===== src/rtl/gpio_lock_pkg.sv =====
package gpio_lock_pkg;
    localparam int unsigned BANK_W = 32;
    localparam int unsigned IDX_W  = 8;

    localparam logic [31:0] KEY_MAGIC   = 32'h00A5_A501;
    localparam logic [31:0] CODE_OPEN   = 32'h0000_0000;
    localparam logic [31:0] CODE_CLOSE  = 32'hFFFF_FFFF;

    localparam logic [11:0] ADDR_KEY    = 12'h520;

    typedef enum logic [2:0] {
        RG_NONE,
        RG_OUT,
        RG_IN,
        RG_SET,
        RG_CLR,
        RG_CFG,
        RG_LOCK,
        RG_KEY
    } region_e;
endpackage


===== src/rtl/gpio_addr_dec.sv =====
module gpio_addr_dec
    import gpio_lock_pkg::*;
#(
    parameter int unsigned NUM_BANKS = 2,
    parameter int unsigned NUM_PINS  = NUM_BANKS * BANK_W
) (
    input  logic [11:0]      addr,
    output region_e          region,
    output logic [IDX_W-1:0] idx
);
    localparam logic [3:0] BANK_LIM = 4'(NUM_BANKS);
    localparam logic [9:0] PIN_LIM  = 10'(NUM_PINS);

    logic [9:0] cfg_off;
    logic       bank_ok;

    always_comb begin
        cfg_off = addr[11:2] - 10'd64;
        bank_ok = {1'b0, addr[4:2]} < BANK_LIM;
        region  = RG_NONE;
        idx     = '0;
        if (addr[1:0] == 2'b00) begin
            if (addr[11:5] == 7'h00 && bank_ok) begin
                region = RG_OUT;  idx = IDX_W'(addr[4:2]);
            end else if (addr[11:5] == 7'h01 && bank_ok) begin
                region = RG_IN;   idx = IDX_W'(addr[4:2]);
            end else if (addr[11:5] == 7'h02 && bank_ok) begin
                region = RG_SET;  idx = IDX_W'(addr[4:2]);
            end else if (addr[11:5] == 7'h03 && bank_ok) begin
                region = RG_CLR;  idx = IDX_W'(addr[4:2]);
            end else if (addr >= 12'h100 && addr < 12'h500 && cfg_off < PIN_LIM) begin
                region = RG_CFG;  idx = cfg_off[IDX_W-1:0];
            end else if (addr[11:5] == 7'h28 && bank_ok) begin
                region = RG_LOCK; idx = IDX_W'(addr[4:2]);
            end else if (addr == ADDR_KEY) begin
                region = RG_KEY;
            end
        end
    end
endmodule


===== src/rtl/gpio_lock_ctrl.sv =====
module gpio_lock_ctrl
    import gpio_lock_pkg::*;
#(
    parameter int unsigned NUM_BANKS = 2
) (
    input  logic                 clk,
    input  logic                 rst_n,
    input  logic                 wr_stb,
    input  region_e              region,
    input  logic [IDX_W-1:0]     idx,
    input  logic [31:0]          wdata,
    output logic [NUM_BANKS-1:0] locked,
    output logic                 armed
);
    typedef struct packed {
        logic                 armed;
        logic [NUM_BANKS-1:0] locked;
    } lock_state_t;

    lock_state_t st_d, st_q;

    always_comb begin
        st_d = st_q;
        if (wr_stb) begin
            st_d.armed = (region == RG_KEY) && (wdata == KEY_MAGIC);
            if (st_q.armed && region == RG_LOCK) begin
                for (int b = 0; b < NUM_BANKS; b++) begin
                    if (idx == IDX_W'(b)) begin
                        if (wdata == CODE_OPEN)       st_d.locked[b] = 1'b0;
                        else if (wdata == CODE_CLOSE) st_d.locked[b] = 1'b1;
                    end
                end
            end
        end
    end

    always_ff @(posedge clk or negedge rst_n) begin
        if (!rst_n) begin
            st_q.armed  <= 1'b0;
            st_q.locked <= '1;
        end else begin
            st_q <= st_d;
        end
    end

    assign locked = st_q.locked;
    assign armed  = st_q.armed;
endmodule


===== src/rtl/gpio_bank_regs.sv =====
module gpio_bank_regs
    import gpio_lock_pkg::*;
#(
    parameter int unsigned CTRL_W = 9
) (
    input  logic                     clk,
    input  logic                     rst_n,
    input  logic                     out_we,
    input  logic                     set_we,
    input  logic                     clr_we,
    input  logic [BANK_W-1:0]        cfg_we,
    input  logic [31:0]              wdata,
    output logic [BANK_W-1:0]        out_o,
    output logic [BANK_W*CTRL_W-1:0] cfg_o
);
    typedef struct packed {
        logic [BANK_W-1:0]             out;
        logic [BANK_W-1:0][CTRL_W-1:0] cfg;
    } bank_state_t;

    bank_state_t bk_d, bk_q;

    always_comb begin
        bk_d = bk_q;
        if (out_we) bk_d.out = wdata[BANK_W-1:0];
        if (set_we) bk_d.out = bk_d.out | wdata[BANK_W-1:0];
        if (clr_we) bk_d.out = bk_d.out & ~wdata[BANK_W-1:0];
        for (int p = 0; p < BANK_W; p++) begin
            if (cfg_we[p]) bk_d.cfg[p] = wdata[CTRL_W-1:0];
        end
    end

    always_ff @(posedge clk or negedge rst_n) begin
        if (!rst_n) begin
            bk_q.out <= '0;
            for (int p = 0; p < BANK_W; p++) bk_q.cfg[p] <= CTRL_W'(1);
        end else begin
            bk_q <= bk_d;
        end
    end

    assign out_o = bk_q.out;
    assign cfg_o = bk_q.cfg;
endmodule


===== src/rtl/gpio_lockbank.sv =====
module gpio_lockbank
    import gpio_lock_pkg::*;
#(
    parameter int unsigned NUM_BANKS = 2,
    parameter int unsigned CTRL_W    = 9,
    localparam int unsigned NUM_PINS = NUM_BANKS * BANK_W
) (
    input  logic                clk,
    input  logic                rst_n,
    input  logic                bus_valid,
    input  logic                bus_write,
    input  logic [11:0]         bus_addr,
    input  logic [31:0]         bus_wdata,
    output logic [31:0]         bus_rdata,
    input  logic [NUM_PINS-1:0] pin_in,
    output logic [NUM_PINS-1:0] pin_out,
    output logic [NUM_PINS-1:0] pin_oe
);
    localparam int unsigned CFG_BITS = NUM_PINS * CTRL_W;

    region_e              region;
    logic [IDX_W-1:0]     idx;
    logic                 wr_stb, rd_stb;
    logic [NUM_BANKS-1:0] bank_locked;
    logic                 pwd_armed;
    logic [CFG_BITS-1:0]  all_cfg;
    logic [31:0]          rd_d, rd_q;

    assign wr_stb = bus_valid & bus_write;
    assign rd_stb = bus_valid & ~bus_write;

    gpio_addr_dec #(.NUM_BANKS(NUM_BANKS), .NUM_PINS(NUM_PINS)) u_dec (
        .addr   (bus_addr),
        .region (region),
        .idx    (idx)
    );

    gpio_lock_ctrl #(.NUM_BANKS(NUM_BANKS)) u_lock (
        .clk    (clk),
        .rst_n  (rst_n),
        .wr_stb (wr_stb),
        .region (region),
        .idx    (idx),
        .wdata  (bus_wdata),
        .locked (bank_locked),
        .armed  (pwd_armed)
    );

    for (genvar b = 0; b < NUM_BANKS; b++) begin : g_bank
        logic              open_wr, bank_hit, cfg_hit;
        logic [BANK_W-1:0] cfg_we;

        assign open_wr  = wr_stb & ~bank_locked[b];
        assign bank_hit = open_wr && idx == IDX_W'(b);
        assign cfg_hit  = open_wr && region == RG_CFG && idx[IDX_W-1:5] == (IDX_W-5)'(b);

        for (genvar p = 0; p < BANK_W; p++) begin : g_pin
            assign cfg_we[p] = cfg_hit && idx[4:0] == 5'(p);
            assign pin_oe[b*BANK_W+p] = ~all_cfg[(b*BANK_W+p)*CTRL_W];
        end

        gpio_bank_regs #(.CTRL_W(CTRL_W)) u_regs (
            .clk    (clk),
            .rst_n  (rst_n),
            .out_we (bank_hit && region == RG_OUT),
            .set_we (bank_hit && region == RG_SET),
            .clr_we (bank_hit && region == RG_CLR),
            .cfg_we (cfg_we),
            .wdata  (bus_wdata),
            .out_o  (pin_out[b*BANK_W +: BANK_W]),
            .cfg_o  (all_cfg[b*BANK_W*CTRL_W +: BANK_W*CTRL_W])
        );
    end

    always_comb begin
        rd_d = '0;
        if (rd_stb) begin
            case (region)
                RG_OUT: for (int b = 0; b < NUM_BANKS; b++)
                    if (idx == IDX_W'(b)) rd_d = pin_out[b*BANK_W +: BANK_W];
                RG_IN: for (int b = 0; b < NUM_BANKS; b++)
                    if (idx == IDX_W'(b)) rd_d = pin_in[b*BANK_W +: BANK_W];
                RG_LOCK: for (int b = 0; b < NUM_BANKS; b++)
                    if (idx == IDX_W'(b)) rd_d = {32{bank_locked[b]}};
                RG_CFG: for (int p = 0; p < NUM_PINS; p++)
                    if (idx == IDX_W'(p)) rd_d = 32'(all_cfg[p*CTRL_W +: CTRL_W]);
                default: rd_d = '0;
            endcase
        end
    end

    always_ff @(posedge clk or negedge rst_n) begin
        if (!rst_n) rd_q <= '0;
        else        rd_q <= rd_d;
    end

    assign bus_rdata = rd_q;
endmodule


===== config.mk =====
export PLATFORM = sky130hd
export DESIGN_NAME = gpio_lockbank
export DESIGN_NICKNAME = d
export VERILOG_FILES = /design/src/rtl/gpio_lock_pkg.sv /design/src/rtl/gpio_addr_dec.sv /design/src/rtl/gpio_lock_ctrl.sv /design/src/rtl/gpio_bank_regs.sv /design/src/rtl/gpio_lockbank.sv
export SDC_FILE = /design/constraint.sdc
export NUM_CORES = 1
export LEC_CHECK = 0
export ABC_AREA = 1
export BUFFER_PORTS_ARGS = -buffer_cell sky130_fd_sc_hd__buf_2
export CORE_MARGIN = 10
export CORE_UTILIZATION = 56
export DETAILED_ROUTE_END_ITERATION = 10
export PLACE_DENSITY = 0.85
export SLEW_MARGIN = 10
export SYNTH_ARGS = -nofsm -noshare
export SYNTH_HDL_FRONTEND = slang
export SYNTH_SLANG_ARGS = --single-unit

===== constraint.sdc =====
create_clock -name clk -period 7.1 [get_ports clk]
set_clock_uncertainty 0.05 [all_clocks]
set_input_delay 1.42 -clock clk [delete_from_list [all_inputs] [get_ports clk]]
set_output_delay 1.42 -clock clk [all_outputs]
set_load 0.02 [all_outputs]

==> results of run 1 <==
-- cells by family after synthesis --
| logic type | Yosys count |
|---|---|
| DFF | 675 |
| and+or+nand+nor | 1947 |
| adders and majority gates | 7 |
| AOI/OAI and AO/OA | 877 |
| buffers and inverters | 612 |
-- sequential cells by signal, indices dropped and copies added (netlist names) --
| name | flops |
|---|---|
| bus_rdata | 32 |
| u_lock.armed | 1 |
| g_bank.u_regs.cfg_o | 576 |
| u_lock.locked | 2 |
| g_bank.u_regs.out_o | 64 |
-- worst max-delay path: cells and delay by family --
family | cells | cell delay, ns
simple gates | 39 | 4.49
buf+inv | 10 | 0.98
compound gates | 3 | 0.35
fa+ha+maj | 1 | 0.13
-- report_power, final --
part / internal (mW) / total, mW / switching [mW] / leakage [nW]
sequential: 3.87 / 3.89 / 0.0172 / 9.09
combinational: 0.108 / 0.419 / 0.311 / 7.19
clock: 2.27 / 3.87 / 1.59 / 1.20
total: 6.25 / 8.17 / 1.92 / 17.5
-- synth_stat cells (6+ instances only) --
cell type     n
a22oi_1      43
or3_1         9
or2_0         6
dfstp_2      66
inv_2        10
nor4_1       16
nand3_1     112
nor2_2        7
nor2_1      249
clkinv_1      7
clkbuf_1    183
buf_1         7
o22ai_1      33
inv_1       398
a22o_1       29
nand2_1    1357
a21oi_1      86
or2_2        12
nor3_1       27
ha_1          7
a21boi_0     20
o21ai_0     652
nand4_1     118
a211oi_1      7
dfrtp_1     609
-- final cells by class --
cell class                 instances  area [sq um]
inverter                         415          1570
multi-input combinational       2831         13100
clock buffer                     108          2180
sequential                       675         17000
clock inverter                    23           244
tap                              756           946
fill                            4497         18900
timing repair buffer             450          2790
antenna                            1          2.50
-- what timing repair did --
action	4_1_cts	5_1_grt
endpoints found under the setup margin	0	6
buffers inserted	0	5
resized for setup	0	59
-- worst max-delay path by stage --
stage / startpoint / to / slack (ns)
floorplan: bus_addr[9] / bus_rdata[7]$_DFF_PN0_ / 1.76
finish: bus_addr[9] / bus_rdata[0]$_DFF_PN0_ / 0.10
global route: bus_addr[9] / bus_rdata[7]$_DFF_PN0_ / -0.20
CTS: bus_addr[9] / bus_rdata[0]$_DFF_PN0_ / 0.02
global placement: bus_addr[9] / bus_rdata[0]$_DFF_PN0_ / -0.35
detailed placement: bus_addr[9] / bus_rdata[0]$_DFF_PN0_ / -0.45
-- layout by cell type, fill, tap and decap left out, drive strengths merged, types with 2 or more instances in the layout --
cell type and count:
nand3 117, nand3b 3, nor3 27, inv 415
clkbuf 108, dfrtp 609, nand4 119, a21boi 21
a22oi 43, buf 450, a21oi 86, dfstp 66
clkinv 18, a31oi 2, a22o 29, nand2 1364
or3 9, or2 21, a211oi 7, o21ai 652
nor3b 2, ha 7, and3 5, nor4 16
nor2 262, bufinv 4, o22ai 33
-- stage by stage --
step                      cells  setup TNS [ns]  utilization (%)  setup WS, ns  cell area (sq um)
after detailed placement   5121           -1.15             61.9        -0.451              35100
after global placement     5121          -0.772             61.9        -0.351              35100
after CTS                  5252               0             66.2        0.0154              37600
final                      5259               0             66.6         0.103              37800
after floorplan            4118               0                -          1.76              32200
after global routing       5259          -0.397             66.6        -0.196              37800
-- routing by layer --
metal	up-vias	wire, um	global-route usage, %	part of all wire [%]
li1	14000	-	-	-
met1	14600	40400	39.8	38
met2	1870	48300	48.4	45
met3	391	11800	7.06	11
met4	2	6170	17.3	5.8
met5	-	13	0	0.012
==> impl_results.md, run 1 <==
- Predominant post-synthesis flop cell: dfrtp_1
- Htree depth: 3
- Remaining antenna violation count: 0
- Endpoint of the worst register-to-register path: bus_rdata[7]$_DFF_PN0_
- Unrepaired setup endpoints after global routing: yes
- Leakage component of the power: 17.5 nW
- Worst min-delay path class: flip-flop to flip-flop
- Peak VDD IR: 0.167 mV
- Routed WL per cell: 20.3 um
- Upper clock frequency limit: 143 MHz
- Std-Cell Rows: 87
- Main combinational cell family by area after synthesis: simple AND/OR/NAND/NOR gates
- Sort of element at the start of the critical path: primary input
- Sum of routed wire length over all layers: 107,000 um
- CTS sink count: 675
- Worst Reg-to-Reg Cells: 36
- Vertical extent of the die: 260 um
- Share of the yosys chip area belonging to registers: 52.7%
- Remaining global-route overflow: 0
- Starting density of the core: 56.8%
- End point of the worst hold path: g_bank[0].u_regs.cfg_o[163]$_DFFE_PN0P_
- Post-synthesis share of cell area spent on xor and xnor gates: 0%
- Detailed router's first-iteration violation count: 3,914
- Post-Syn Instances: 4,118
- Number of buffers created by CTS: 71
- Maximum fanout along the worst path: 7
- Number of enable flip-flop cells after synthesis: 0
- YS warnings: 0
- Critical path class: primary input to flip-flop
- Share of layout cells above drive strength 1: 16.3%
- Number of different library cells in the post-synthesis netlist: 47
- Power after layout: 8.17 mW
- Register bit total from synthesis: 675
- Clk_lat worst skew: 0.61 ns
- Transition time at the pin with the least slew margin: 1.15 ns
- Maximum number of pins on one net before global-route repair: 171
- TritonCTS clock tree: done
- Adder and majority cell fraction of the synthesized area: 0.272%
- Area leader, netlist: dfrtp_1
- Relative slew slack: 23.1%
- Simple logic cell fraction of the synthesized area: 25.1%
- Global-route wire length before repair: 167,000 um
- Critical Path Sink Type: flip-flop
- Worst hold path depth: 2
- Setup-violating endpoint count in the final report: 0
- Critical path data required time: 7.49 ns
- Port bufs: 271
- Async set-reset flop share out of synthesis: 100%
- Library cell contributing the largest single delay on the critical path: nand4_1
- Net Count, Synth: 4,237
- Mapped Avg Cell Area: 7.82 sq um
- Detailed-route vias per instance: 5.86
- Post-layout min period: 7.00 ns
- Min Hold Slack: 0.428 ns
- Crit-path most repeated cell: nand2_1
- Antenna violations before repair: 2
- Die area: 67,500 sq um
- Post-layout net count: 4,563
- Share of cell area taken by muxes after synthesis: 0%
- Number of global-route vias before repair: 29,800
- Maxcap violations: 0
- Fraction of synthesized cell area taken by the top area cell type: 47.3%
- RePlAce Congestion: 1.00
- Power Dens Cells: 216 nW/um^2
- Crit Reg-Reg Startpoint: g_bank[0].u_regs.cfg_o[16]$_DFFE_PN0P_
- Layout overhead on the synthesized area: 17.3%
- Dominant cells by area after synthesis: dfrtp_1, nand2_1, o21ai_0
- Die boundary width: 260 um
- CTS Hold Buffers Added: 0
- Clock-pin slew reported for the worst setup and hold paths after clock tree synthesis: 0.06 ns
- Post-route clock period utilization: 98.6%
- Synth Area in Compound Gates: 14.7%
- Run status: complete, no violations
- Final number of hold-violating endpoints: 0
- I/O pin count: 272
- Count of pins over their slew limit: 0
- Worst hold path startpoint: g_bank[0].u_regs.cfg_o[163]$_DFFE_PN0P_
- Deepest clock path buffer count: 3
- Slack of the worst reg-to-reg path: 1.97 ns
- Global router's overall resource usage: 31.1%
- Crit-path max cell delay: 0.28 ns
- Length of the first detailed-routing pass in iterations: 9
- Clk root buf: clkbuf_16
- Total standard cell area after synthesis: 32,200 sq um
- Core outline area: 56,700 sq um
- Critical Path AT: 7.39 ns
- Remaining routing DRC violations: 0
- Dpl hpwl: 72,600 um
- Via count: 30,800
(Power assumes the default switching activity.)
==> inputs of run 2 (changes only) <==
--- a/config.mk
+++ b/config.mk
@@ -6,12 +6,13 @@
 export NUM_CORES = 1
 export LEC_CHECK = 0
 export ABC_AREA = 1
-export BUFFER_PORTS_ARGS = -buffer_cell sky130_fd_sc_hd__buf_2
 export CORE_MARGIN = 10
 export CORE_UTILIZATION = 56
 export DETAILED_ROUTE_END_ITERATION = 10
-export PLACE_DENSITY = 0.85
+export DONT_BUFFER_PORTS = 1
+export PLACE_DENSITY = 0.81
 export SLEW_MARGIN = 10
 export SYNTH_ARGS = -nofsm -noshare
 export SYNTH_HDL_FRONTEND = slang
+export SYNTH_HIERARCHICAL = 1
 export SYNTH_SLANG_ARGS = --single-unit
==> impl_results.md, run 2 <==
- Run status: finished, violations left
- Failing checks: max-slew violations
- TritonCTS clock tree: done
- Post-CTS setup repair buffer count: 0
- Count of pins over their slew limit: 276
- Htree depth: 3
- Post-route clock period utilization: 90.3%
- Met1 usage in global routing: 38.3%
- Number of buffers created by CTS: 73
- Worst min-delay path class: flip-flop to flip-flop
- Gate power share: 1.8%
- Critical Path AT: 6.86 ns
- Unrepaired setup endpoints after global routing: no
- Core outline area: 61,500 sq um
- Global routing usage on met2: 43.9%
- Maxcap violations: 0
- RePlAce Congestion: 0.967
- Crit-path most repeated cell: nand4_1
- Std-Cell Rows: 91
- Post-Syn Instances: 4,771
- Async set-reset flop share out of synthesis: 100%
- Critical path class: primary input to flip-flop
- Clock group share of total power: 48.8%
- Clk root buf: clkbuf_16
- Switching part of the total: 21.7%
- Via count: 30,400
- Sequential Power Share: 49.4%
- Sum of routed wire length over all layers: 104,000 um
- Layout overhead on the synthesized area: 7.80%
- Dominant cell by count in the synthesized netlist: nand2_1
- Library cell contributing the largest single delay on the critical path: or2_1
- Switching power: 1.72 mW
- Commonest cells post-synth: nand2_1, inv_1, dfrtp_1
- Most frequent cells in the layout: nand2_1, inv_1, dfrtp_1
- Fraction of synthesized cell area taken by the top area cell type: 44.0%
- Starting density of the core: 56.4%
- Remaining antenna violation count: 0
- Internal power component: 6.21 mW
- Clk_lat worst skew: 0.62 ns
- Length of the first detailed-routing pass in iterations: 6
- Placement Setup Slack: 0.152 ns
- Share of layout cells above drive strength 1: 7.43%
- Transition time at the pin with the least slew margin: 1.89 ns
- Global router's overall resource usage: 28.3%
- Met3 global-route usage: 6.98%
- Number of enable flip-flop cells after synthesis: 0
- Antenna violations before repair: 2
- Global-route wire length before repair: 162,000 um
- Port bufs: 0
- Post-layout net count: 4,770
- Routed WL per cell: 18.9 um
- Vertical extent of the die: 269 um
- Setup-violating endpoint count in the final report: 0
- Maximum number of pins on one net before global-route repair: 676
- CTS Hold Buffers Added: 0
- Register bit total from synthesis: 675
- Net Count, Synth: 4,886
- Fin Setup TNS: 0 ns
- Remaining routing DRC violations: 0
- Deepest clock path buffer count: 3
- Number of global-route vias before repair: 28,900
- Leakage component of the power: 19.9 nW
- # resized after CTS: 0
- Number of standard cells in the layout, taps in and fillers out: 5,507
- Sort of element at the start of the critical path: primary input
- Most Crowded Layer GR: met2
- Maximum fanout along the worst path: 11
- Predominant post-synthesis flop cell: dfrtp_1
- Detailed-route vias per instance: 5.51
- I/O pin count: 272
- Relative slew slack: -26.0%
- Critical path data required time: 7.55 ns
- Share of the yosys chip area belonging to registers: 49.0%
- Power after layout: 7.93 mW
- CTS sink count: 675
- Final number of hold-violating endpoints: 0
- Most common library cell in the layout ignoring fill and taps: nand2_1
- Remaining global-route overflow: 0
- Total standard cell area after synthesis: 34,700 sq um
- Flip-flop count of the largest register after layout: 576
- Number of different library cells in the post-synthesis netlist: 42
- Die boundary width: 269 um
- Final setup slack of the worst path: 0.687 ns
- Power Dens Cells: 212 nW/um^2
- Peak VDD IR: 0.176 mV
- Detailed router's first-iteration violation count: 4,000
- Clock-pin slew reported for the worst setup and hold paths after clock tree synthesis: 0.07 ns
- Area leader, netlist: dfrtp_1
- YS warnings: 6
- Die area: 72,300 sq um
- Post-layout min period: 6.41 ns
- Crit-path max cell delay: 0.21 ns
- Dpl hpwl: 68,500 um
- Upper clock frequency limit: 156 MHz
- Dominant cells by area after synthesis: dfrtp_1, nand2_1, inv_1
- Critical Path Sink Type: flip-flop
- Mapped Avg Cell Area: 7.27 sq um
- Number of cells after detailed placement: 5,370
[run 2: changes by cell type after synthesis, moves of 71 or more]
cell	previous run	this run
clkbuf_1	183	25
nand3_1	112	41
nor2_1	249	375
buf_2	4	142
inv_1	398	947
o21ai_1	0	91
[run 2: logic make-up after synthesis]
kind of cell               synth area share [%]
buffers and inverters                      14.3
adders and majority gates                 0.108
AOI/OAI and AO/OA                          13.1
and+or+nand+nor                            23.5
DFF                                        49.0
[run 2: through the flow]
stage                     instance area (sq um)  util (%)  hold slack [ns]
after floorplan                           34700         -            0.398
after global placement                    34900      56.8            0.407
after detailed placement                  34900      56.8            0.412
after CTS                                 37400      60.8            0.421
after global routing                      37400      60.8            0.442
final                                     37400      60.8            0.418
[run 2: path summary, 6_finish.rpt]
check                                                       startpoint                                      to  slack [ns]  cells after the start
worst max-delay path                                       bus_addr[9]                  bus_rdata[4]$_DFF_PN0_        0.69                     49
worst min-delay path             g_bank[1].u_regs/cfg_o[0]$_DFFE_PN1P_   g_bank[1].u_regs/cfg_o[0]$_DFFE_PN1P_        0.42                      2
worst max register to register  g_bank[0].u_regs/cfg_o[18]$_DFFE_PN1P_                  bus_rdata[0]$_DFF_PN0_        2.49                     36
worst min register to register   g_bank[1].u_regs/cfg_o[0]$_DFFE_PN1P_   g_bank[1].u_regs/cfg_o[0]$_DFFE_PN1P_        0.42                      2
max in group asynchronous                                        rst_n    g_bank[0].u_regs/out_o[31]$_DFF_PN0_        5.05                      0
min in group asynchronous                                        rst_n  g_bank[1].u_regs/cfg_o[29]$_DFFE_PN0P_        0.54                      0
[run 2: power by group through the flow]
| stage | clock, mW | sequential, mW | combinational [mW] |
|---|---|---|---|
| after floorplan | 0 | 3.97 | 0.153 |
| after global placement | 0 | 3.98 | 0.136 |
| after detailed placement | 0 | 3.98 | 0.138 |
| after CTS | 3.90 | 3.91 | 0.139 |
| after global routing | 4.06 | 3.91 | 0.157 |
| final | 3.87 | 3.92 | 0.143 |
[run 2: cell type report]
class | instances | area [sq um]
timing repair buffer | 76 | 571
clock inverter | 20 | 223
antenna | 4 | 10.0
inverter | 958 | 3600
multi-input combinational | 2871 | 12800
sequential | 675 | 17000
clock buffer | 113 | 2200
tap | 790 | 988
fill | 5326 | 24100
[run 2: worst max-delay path: cells and delay by family]
family          cells  cell delay (ns)
compound gates      2             0.20
fa+ha+maj           1             0.16
buf+inv             5             0.57
simple gates       41             4.53
[run 2: layer usage]
| layer | vias to the layer above | part of all wire (%) | wire (um) |
|---|---|---|---|
| li1 | 14300 | - | - |
| met1 | 14300 | 40 | 42000 |
| met4 | 4 | 3.3 | 3470 |
| met2 | 1548 | 46 | 47400 |
| met3 | 256 | 11 | 10900 |
| met5 | - | 0.024 | 25 |
